`src/rtl/irq_route_pkg.sv`:
```
package irq_route_pkg;
  localparam int ENT_W     = 64;
  localparam int VEC_W     = 8;
  localparam int B_DMODE   = 8;
  localparam int B_DSTMODE = 11;
  localparam int B_POL     = 13;
  localparam int B_RIRR    = 14;
  localparam int B_TRIG    = 15;
  localparam int B_MASK    = 16;
  localparam int B_DEST    = 56;
  localparam logic [2:0] DM_EXTERNAL = 3'd7;
  localparam logic [ENT_W-1:0] ENT_RESET = ENT_W'(1) << B_MASK;

  typedef enum logic [1:0] {
    ST_IDLE,
    ST_EXT,
    ST_SEND
  } eng_state_t;
endpackage

```
`src/rtl/irq_line_map.sv`:
```
// Steers request lines onto pins and detects rising edges per pin.
module irq_line_map #(
  parameter int NUM_LINES = 32,
  parameter int NUM_PINS  = 24
) (
  input  logic                 clk,
  input  logic                 rst,
  input  logic [NUM_LINES-1:0] line_in,
  output logic [NUM_PINS-1:0]  pin_lvl,
  output logic [NUM_PINS-1:0]  pin_rise
);
  logic [NUM_PINS-1:0] pin_q;

  always_comb begin
    pin_lvl = '0;
    for (int l = 0; l < NUM_LINES; l++) begin
      int tgt;
      tgt = (l == 0) ? 2 : l;
      if (tgt < NUM_PINS) pin_lvl[tgt] = pin_lvl[tgt] | line_in[l];
    end
  end

  always_ff @(posedge clk) begin
    if (rst) pin_q <= '0;
    else     pin_q <= pin_lvl;
  end

  assign pin_rise = pin_lvl & ~pin_q;
endmodule

```
`src/rtl/irq_entry_table.sv`:
```
// Redirection entries, pending bits and the table read/write port.
module irq_entry_table
  import irq_route_pkg::*;
#(
  parameter int NUM_PINS = 24,
  parameter int IDX_W    = 5
) (
  input  logic                clk,
  input  logic                rst,
  input  logic                wr_en,
  input  logic [IDX_W-1:0]    addr,
  input  logic                hi,
  input  logic [31:0]         wdata,
  output logic [31:0]         rdata,
  input  logic                eoi_valid,
  input  logic [VEC_W-1:0]    eoi_vec,
  input  logic [NUM_PINS-1:0] pin_lvl,
  input  logic [NUM_PINS-1:0] pin_rise,
  input  logic                commit,
  input  logic [IDX_W-1:0]    commit_idx,
  output logic [ENT_W-1:0]    ent [NUM_PINS],
  output logic [NUM_PINS-1:0] irr
);
  logic [ENT_W-1:0]    ent_nx [NUM_PINS];
  logic [NUM_PINS-1:0] irr_nx;
  logic [31:0]         rd_word;
  logic                addr_ok;

  assign addr_ok = {1'b0, addr} < (IDX_W+1)'(NUM_PINS);

  // Order of updates: table write, then EOI clear, then commit set.
  always_comb begin
    for (int i = 0; i < NUM_PINS; i++) begin
      logic [ENT_W-1:0] e;
      logic             hit;
      e   = ent[i];
      hit = commit && (commit_idx == IDX_W'(i));
      if (wr_en && addr == IDX_W'(i)) begin
        if (hi) e[63:32] = wdata;
        else    e[31:0]  = wdata;
      end
      if (eoi_valid && ent[i][B_RIRR] && ent[i][VEC_W-1:0] == eoi_vec)
        e[B_RIRR] = 1'b0;
      if (hit && ent[i][B_TRIG])
        e[B_RIRR] = 1'b1;
      ent_nx[i] = e;
      if (ent[i][B_TRIG])
        irr_nx[i] = pin_lvl[i];
      else
        irr_nx[i] = (irr[i] & ~hit) | (pin_rise[i] & ~ent[i][B_MASK]);
    end
  end

  always_comb begin
    rd_word = '0;
    if (addr_ok) rd_word = hi ? ent[addr][63:32] : ent[addr][31:0];
  end

  always_ff @(posedge clk) begin
    if (rst) begin
      for (int i = 0; i < NUM_PINS; i++) ent[i] <= ENT_RESET;
      irr   <= '0;
      rdata <= '0;
    end else begin
      for (int i = 0; i < NUM_PINS; i++) ent[i] <= ent_nx[i];
      irr   <= irr_nx;
      rdata <= rd_word;
    end
  end
endmodule

```
`src/rtl/irq_pick.sv`:
```
// Lowest-index-first selection among eligible pins.
module irq_pick #(
  parameter int NUM_PINS = 24,
  parameter int IDX_W    = 5
) (
  input  logic [NUM_PINS-1:0] eligible,
  output logic                any,
  output logic [IDX_W-1:0]    idx
);
  always_comb begin
    idx = '0;
    for (int i = NUM_PINS - 1; i >= 0; i--)
      if (eligible[i]) idx = IDX_W'(i);
  end
  assign any = |eligible;
endmodule

```
`src/rtl/irq_route_engine.sv`:
```
module irq_route_engine
  import irq_route_pkg::*;
#(
  parameter int NUM_PINS  = 24,
  parameter int NUM_LINES = 32,
  parameter int IDX_W     = $clog2(NUM_PINS)
) (
  input  logic                 clk,
  input  logic                 rst,
  input  logic [NUM_LINES-1:0] line_in,
  input  logic                 tbl_we,
  input  logic [IDX_W-1:0]     tbl_idx,
  input  logic                 tbl_hi,
  input  logic [31:0]          tbl_wdata,
  output logic [31:0]          tbl_rdata,
  input  logic                 eoi_valid,
  input  logic [7:0]           eoi_vector,
  output logic                 msg_valid,
  input  logic                 msg_ready,
  output logic [7:0]           msg_dest,
  output logic                 msg_dest_mode,
  output logic [2:0]           msg_deliv_mode,
  output logic [7:0]           msg_vector,
  output logic                 msg_polarity,
  output logic                 msg_trigger,
  output logic                 ext_req,
  input  logic                 ext_ack,
  input  logic [7:0]           ext_vector
);
  logic [NUM_PINS-1:0] pin_lvl, pin_rise, irr, eligible;
  logic [ENT_W-1:0]    ent [NUM_PINS];
  logic                pick_any, commit;
  logic [IDX_W-1:0]    pick_idx;
  logic [ENT_W-1:0]    sel;
  eng_state_t          state;

  irq_line_map #(.NUM_LINES(NUM_LINES), .NUM_PINS(NUM_PINS)) u_map (
    .clk(clk), .rst(rst), .line_in(line_in),
    .pin_lvl(pin_lvl), .pin_rise(pin_rise)
  );

  irq_entry_table #(.NUM_PINS(NUM_PINS), .IDX_W(IDX_W)) u_tbl (
    .clk(clk), .rst(rst), .wr_en(tbl_we), .addr(tbl_idx), .hi(tbl_hi),
    .wdata(tbl_wdata), .rdata(tbl_rdata), .eoi_valid(eoi_valid),
    .eoi_vec(eoi_vector), .pin_lvl(pin_lvl), .pin_rise(pin_rise),
    .commit(commit), .commit_idx(pick_idx), .ent(ent), .irr(irr)
  );

  for (genvar p = 0; p < NUM_PINS; p++) begin : g_elig
    assign eligible[p] = irr[p] & ~ent[p][B_MASK]
                       & ~(ent[p][B_TRIG] & ent[p][B_RIRR]);
  end

  irq_pick #(.NUM_PINS(NUM_PINS), .IDX_W(IDX_W)) u_pick (
    .eligible(eligible), .any(pick_any), .idx(pick_idx)
  );

  assign commit = (state == ST_IDLE) && pick_any;
  assign sel    = ent[pick_idx];

  always_ff @(posedge clk) begin
    if (rst) begin
      state          <= ST_IDLE;
      msg_valid      <= 1'b0;
      ext_req        <= 1'b0;
      msg_dest       <= '0;
      msg_dest_mode  <= 1'b0;
      msg_deliv_mode <= '0;
      msg_vector     <= '0;
      msg_polarity   <= 1'b0;
      msg_trigger    <= 1'b0;
    end else begin
      unique case (state)
        ST_IDLE: if (pick_any) begin
          msg_dest       <= sel[B_DEST +: 8];
          msg_dest_mode  <= sel[B_DSTMODE];
          msg_deliv_mode <= sel[B_DMODE +: 3];
          msg_vector     <= sel[VEC_W-1:0];
          msg_polarity   <= sel[B_POL];
          msg_trigger    <= sel[B_TRIG];
          if (sel[B_DMODE +: 3] == DM_EXTERNAL) begin
            ext_req <= 1'b1;
            state   <= ST_EXT;
          end else begin
            msg_valid <= 1'b1;
            state     <= ST_SEND;
          end
        end
        ST_EXT: if (ext_ack) begin
          msg_vector <= ext_vector;
          ext_req    <= 1'b0;
          msg_valid  <= 1'b1;
          state      <= ST_SEND;
        end
        ST_SEND: if (msg_ready) begin
          msg_valid <= 1'b0;
          state     <= ST_IDLE;
        end
        default: state <= ST_IDLE;
      endcase
    end
  end
endmodule

```
`config.mk`:
```
export PLATFORM = sky130hd
export DESIGN_NAME = irq_route_engine
export DESIGN_NICKNAME = d
export VERILOG_FILES = /design/src/rtl/irq_route_pkg.sv /design/src/rtl/irq_line_map.sv /design/src/rtl/irq_entry_table.sv /design/src/rtl/irq_pick.sv /design/src/rtl/irq_route_engine.sv
export SDC_FILE = /design/constraint.sdc
export NUM_CORES = 2
export LEC_CHECK = 0
export CORE_AREA = 2 2 526 424
export CTS_CLUSTER_SIZE = 10
export DETAILED_ROUTE_END_ITERATION = 10
export DIE_AREA = 0 0 528 426
export GPL_ROUTABILITY_DRIVEN = 1
export SYNTH_ARGS = -nofsm -noshare
export SYNTH_HDL_FRONTEND = slang
export SYNTH_SLANG_ARGS = --single-unit
```
`constraint.sdc`:
```
create_clock -name clk -period 3.8 [get_ports clk]
set_clock_uncertainty 0.05 [all_clocks]
set_input_delay 0.76 -clock clk [delete_from_list [all_inputs] [get_ports clk]]
set_output_delay 0.76 -clock clk [all_outputs]
set_load 0.02 [all_outputs]
```
==> flow_metrics.env <==
export IMPL_die_area_um2=225000
export IMPL_first_iter_violations=10500
export IMPL_ys_top_cells_by_area="dfxtp_1 43%, nand2_1 16%, mux4_2 13%"
export IMPL_reg2reg_to="msg_vector[4]$_SDFFE_PP0P_"
export IMPL_worstPathArrival_ns=4.46
export IMPL_vias=71300
export IMPL_fin_nets=9313
export IMPL_synth_commonest_cells="3,195 x nand2_1, 1,641 x dfxtp_1, 1,599 x a21oi_1"
export IMPL_htree_levels=4
export IMPL_place_ws_ns=-0.179
export IMPL_holdPathEnd="u_tbl.ent[5]$_SDFFE_PP0P_"
export IMPL_grt_start_max_net_pins=185
export IMPL_dp_cells=11900
export IMPL_root_buffer="clkbuf_16"
export IMPL_antenna_found_initial=17
export IMPL_clk_pin_slew_worst_paths_ns=0.06
export IMPL_seq_area_frac_synth=0.429
export IMPL_ys_types=85
export IMPL_drc_errors=0
export IMPL_grt_pass1_wl_um=463000
export IMPL_cts_inserted_buffers=185
export IMPL_gr_usage_all_layers=0.277
export IMPL_fin_crit_ns=3.77
export IMPL_dr_pass1_iters=9
export IMPL_avgRoutedWirePerCell_um=26.5
export IMPL_dp_final_hpwl_um=213000
export IMPL_power_density_nw_per_um2=403
export IMPL_ios=148
export IMPL_drv_slew=0
export IMPL_crit_fanout=25
export IMPL_ys_ff_latch=1641
export IMPL_rrSetupSlack_ns=0.03
export IMPL_final_util=0.408
export IMPL_insertion_delay_ns=0.85
export IMPL_synth_largest_type_area_fraction=0.429
export IMPL_reg2regPathDepth=15
export IMPL_finalCritPeriodShare=0.991
export IMPL_fin_hold_ws_ns=0.333
export IMPL_wl_um=322000
export IMPL_cts_tree="yes"
export IMPL_yosys_area_top_type="dfxtp_1"
export IMPL_layout_area_seq_um2=32900
export IMPL_fillCellCount=21500
export IMPL_synth_cells=9174
export IMPL_cp_data_required_time_ns=4.50
export IMPL_fin_cells=12200
export IMPL_grt_overflow=0
export IMPL_worstMarginPinSlew_ns=1.31
export IMPL_ys_flop_type="dfxtp_1"
export IMPL_fmax_mhz=266
export IMPL_p_leak_nw=29.4
export IMPL_worstSetupEndpointType="flip-flop"
export IMPL_setup_slack_ns=0.0340
export IMPL_netlist_area_um2=76600
export IMPL_setup_viol=0
export IMPL_port_buffers=139
export IMPL_die_h_um=426
export IMPL_multi_input_area_um2=40300
export IMPL_holdCritStartpoint="tbl_wdata[5]"
export IMPL_hp_class="in -> reg"
export IMPL_cts_buffer_depth=3
export IMPL_vdd_drop_max_mv=0.415
export IMPL_rows=154
export IMPL_core_area_um2=219000
export IMPL_cts_sinks=1641
export IMPL_die_x_um=528
export IMPL_crit_path_start_kind="flip-flop"
export IMPL_grt_pass1_vias=67100
export IMPL_drive_gt1_frac=0.159
export IMPL_initial_core_util=0.349
export IMPL_r2r_start="u_tbl.ent[336]$_SDFFE_PP1P_"
export IMPL_maxSlewHeadroom=0.124
export IMPL_drv_cap=0
export IMPL_synth_most_common_cell="nand2_1"
export IMPL_crit_type="reg -> reg"
export IMPL_outcome="finished clean"
export IMPL_avgSynthCellArea_um2=8.35
export IMPL_synth_edf_count=0
export IMPL_place_gp_congestion=0.974
export IMPL_vias_per_cell=5.87
export IMPL_drtAntennaViolNets=0
export IMPL_area_delta_synth_final_pct=16.7
export IMPL_min_delay_path_depth=3
export IMPL_finalHoldViolCount=0
export IMPL_synthArstFlopShare=0
export IMPL_yosysWarnings=0
export IMPL_synth_fp_nets=9266
final cells by class:
type                       count  share of cell area
antenna                        8            0.000224
tap                         2886              0.0404
clock inverter                18             0.00472
inverter                      96             0.00403
multi-input combinational   6562               0.451
clock buffer                 208              0.0533
sequential                  1641               0.368
timing repair buffer         735              0.0787
logic make-up after synthesis:
logic type | share of synthesized area
compound gates | 0.149
xor+xnor | 0.0216
buf+inv | 0.0504
flops | 0.429
mux | 0.162
simple gates | 0.188
worst max path at each step:
stage                                start  slack (ns)                          to  depth (start not counted)
2_1_floorplan                   tbl_idx[0]        0.61  u_tbl.rdata[15]$_SDFF_PP0_                          9
3_3_place_gp      u_tbl.irr[19]$_SDFF_PP0_       -0.15  msg_vector[2]$_SDFFE_PP0P_                         15
3_5_place_dp      u_tbl.irr[19]$_SDFF_PP0_       -0.18  msg_vector[5]$_SDFFE_PP0P_                         15
4_1_cts         u_tbl.ent[16]$_SDFFE_PP1P_        0.01        ext_req$_SDFFE_PP0P_                         14
5_1_grt        u_tbl.ent[336]$_SDFFE_PP1P_      -0.002  msg_vector[5]$_SDFFE_PP0P_                         15
6_report       u_tbl.ent[336]$_SDFFE_PP1P_        0.03  msg_vector[4]$_SDFFE_PP0P_                         15
per-stage QoR:
stage	instance area (um^2)	setup TNS, ns	power (mW)
2_1_floorplan	76600	0	19.0
3_3_place_gp	83900	-0.863	19.9
3_5_place_dp	83900	-0.711	20.0
4_1_cts	89100	0	36.1
5_1_grt	89400	-0.00295	36.9
6_report	89400	0	36.0
what timing repair did:
action / in CTS / in global routing
resized for setup: 4 / 22
endpoints found under the setup margin: 10 / 16
buffers inserted: 0 / 11
endpoints found under the hold margin: 0 / 0
hold buffers: 0 / 0
cloned: 0 / 1
pin swaps: 1 / 9
cell usage in the layout, fill, tap and decap left out, types with 96 or more instances in the layout:
cell type | netlist | layout
a21oi_1 | 1599 | 1597
buf_12 | 0 | 104
buf_4 | 10 | 491
clkbuf_16 | 0 | 187
clkdlybuf4s50_1 | 0 | 98
dfxtp_1 | 1641 | 1640
inv_1 | 96 | 96
mux2i_1 | 140 | 140
mux4_2 | 450 | 450
nand2_1 | 3195 | 3192
nor2_1 | 199 | 154
o21ai_0 | 107 | 107
xor2_1 | 164 | 164
worst max-delay path: stages, from the launching register on:
cell and delay (ns):
dfxtp_1 0.35, inv_1 0.10, and3_1 0.32, a211oi_2 0.08
buf_4 0.17, o211ai_4 0.25, a41oi_4 0.24, buf_12 0.24
o31ai_4 0.53, buf_12 0.27, buf_4 0.18, a222oi_1 0.08
o22ai_1 0.32, nor3_2 0.13, buf_4 0.16, o31ai_1 0.17
state kept, by name, indices dropped and copies added (netlist names):
signal and count:
u_tbl.ent 1536, u_tbl.rdata 32, u_tbl.irr 24, u_map.pin_q 23
msg_dest 8, msg_vector 8, msg_deliv_mode 3, state 2
ext_req 1, msg_dest_mode 1, msg_polarity 1, msg_trigger 1
msg_valid 1
power breakdown:
part	switching [mW]	internal, mW	total [mW]
clock	7.41	8.98	16.4
sequential	0.0572	17.3	17.4
combinational	1.62	0.673	2.29
per-layer routing:
metal	wire length, um	global-route usage	vias up
li1	-	-	31300
met1	130000	0.381	34700
met2	133000	0.396	4605
met3	44100	0.0843	674
met4	16100	0.125	14
met5	80	0	-
No activity file was read; power rests on OpenSTA's default activity.
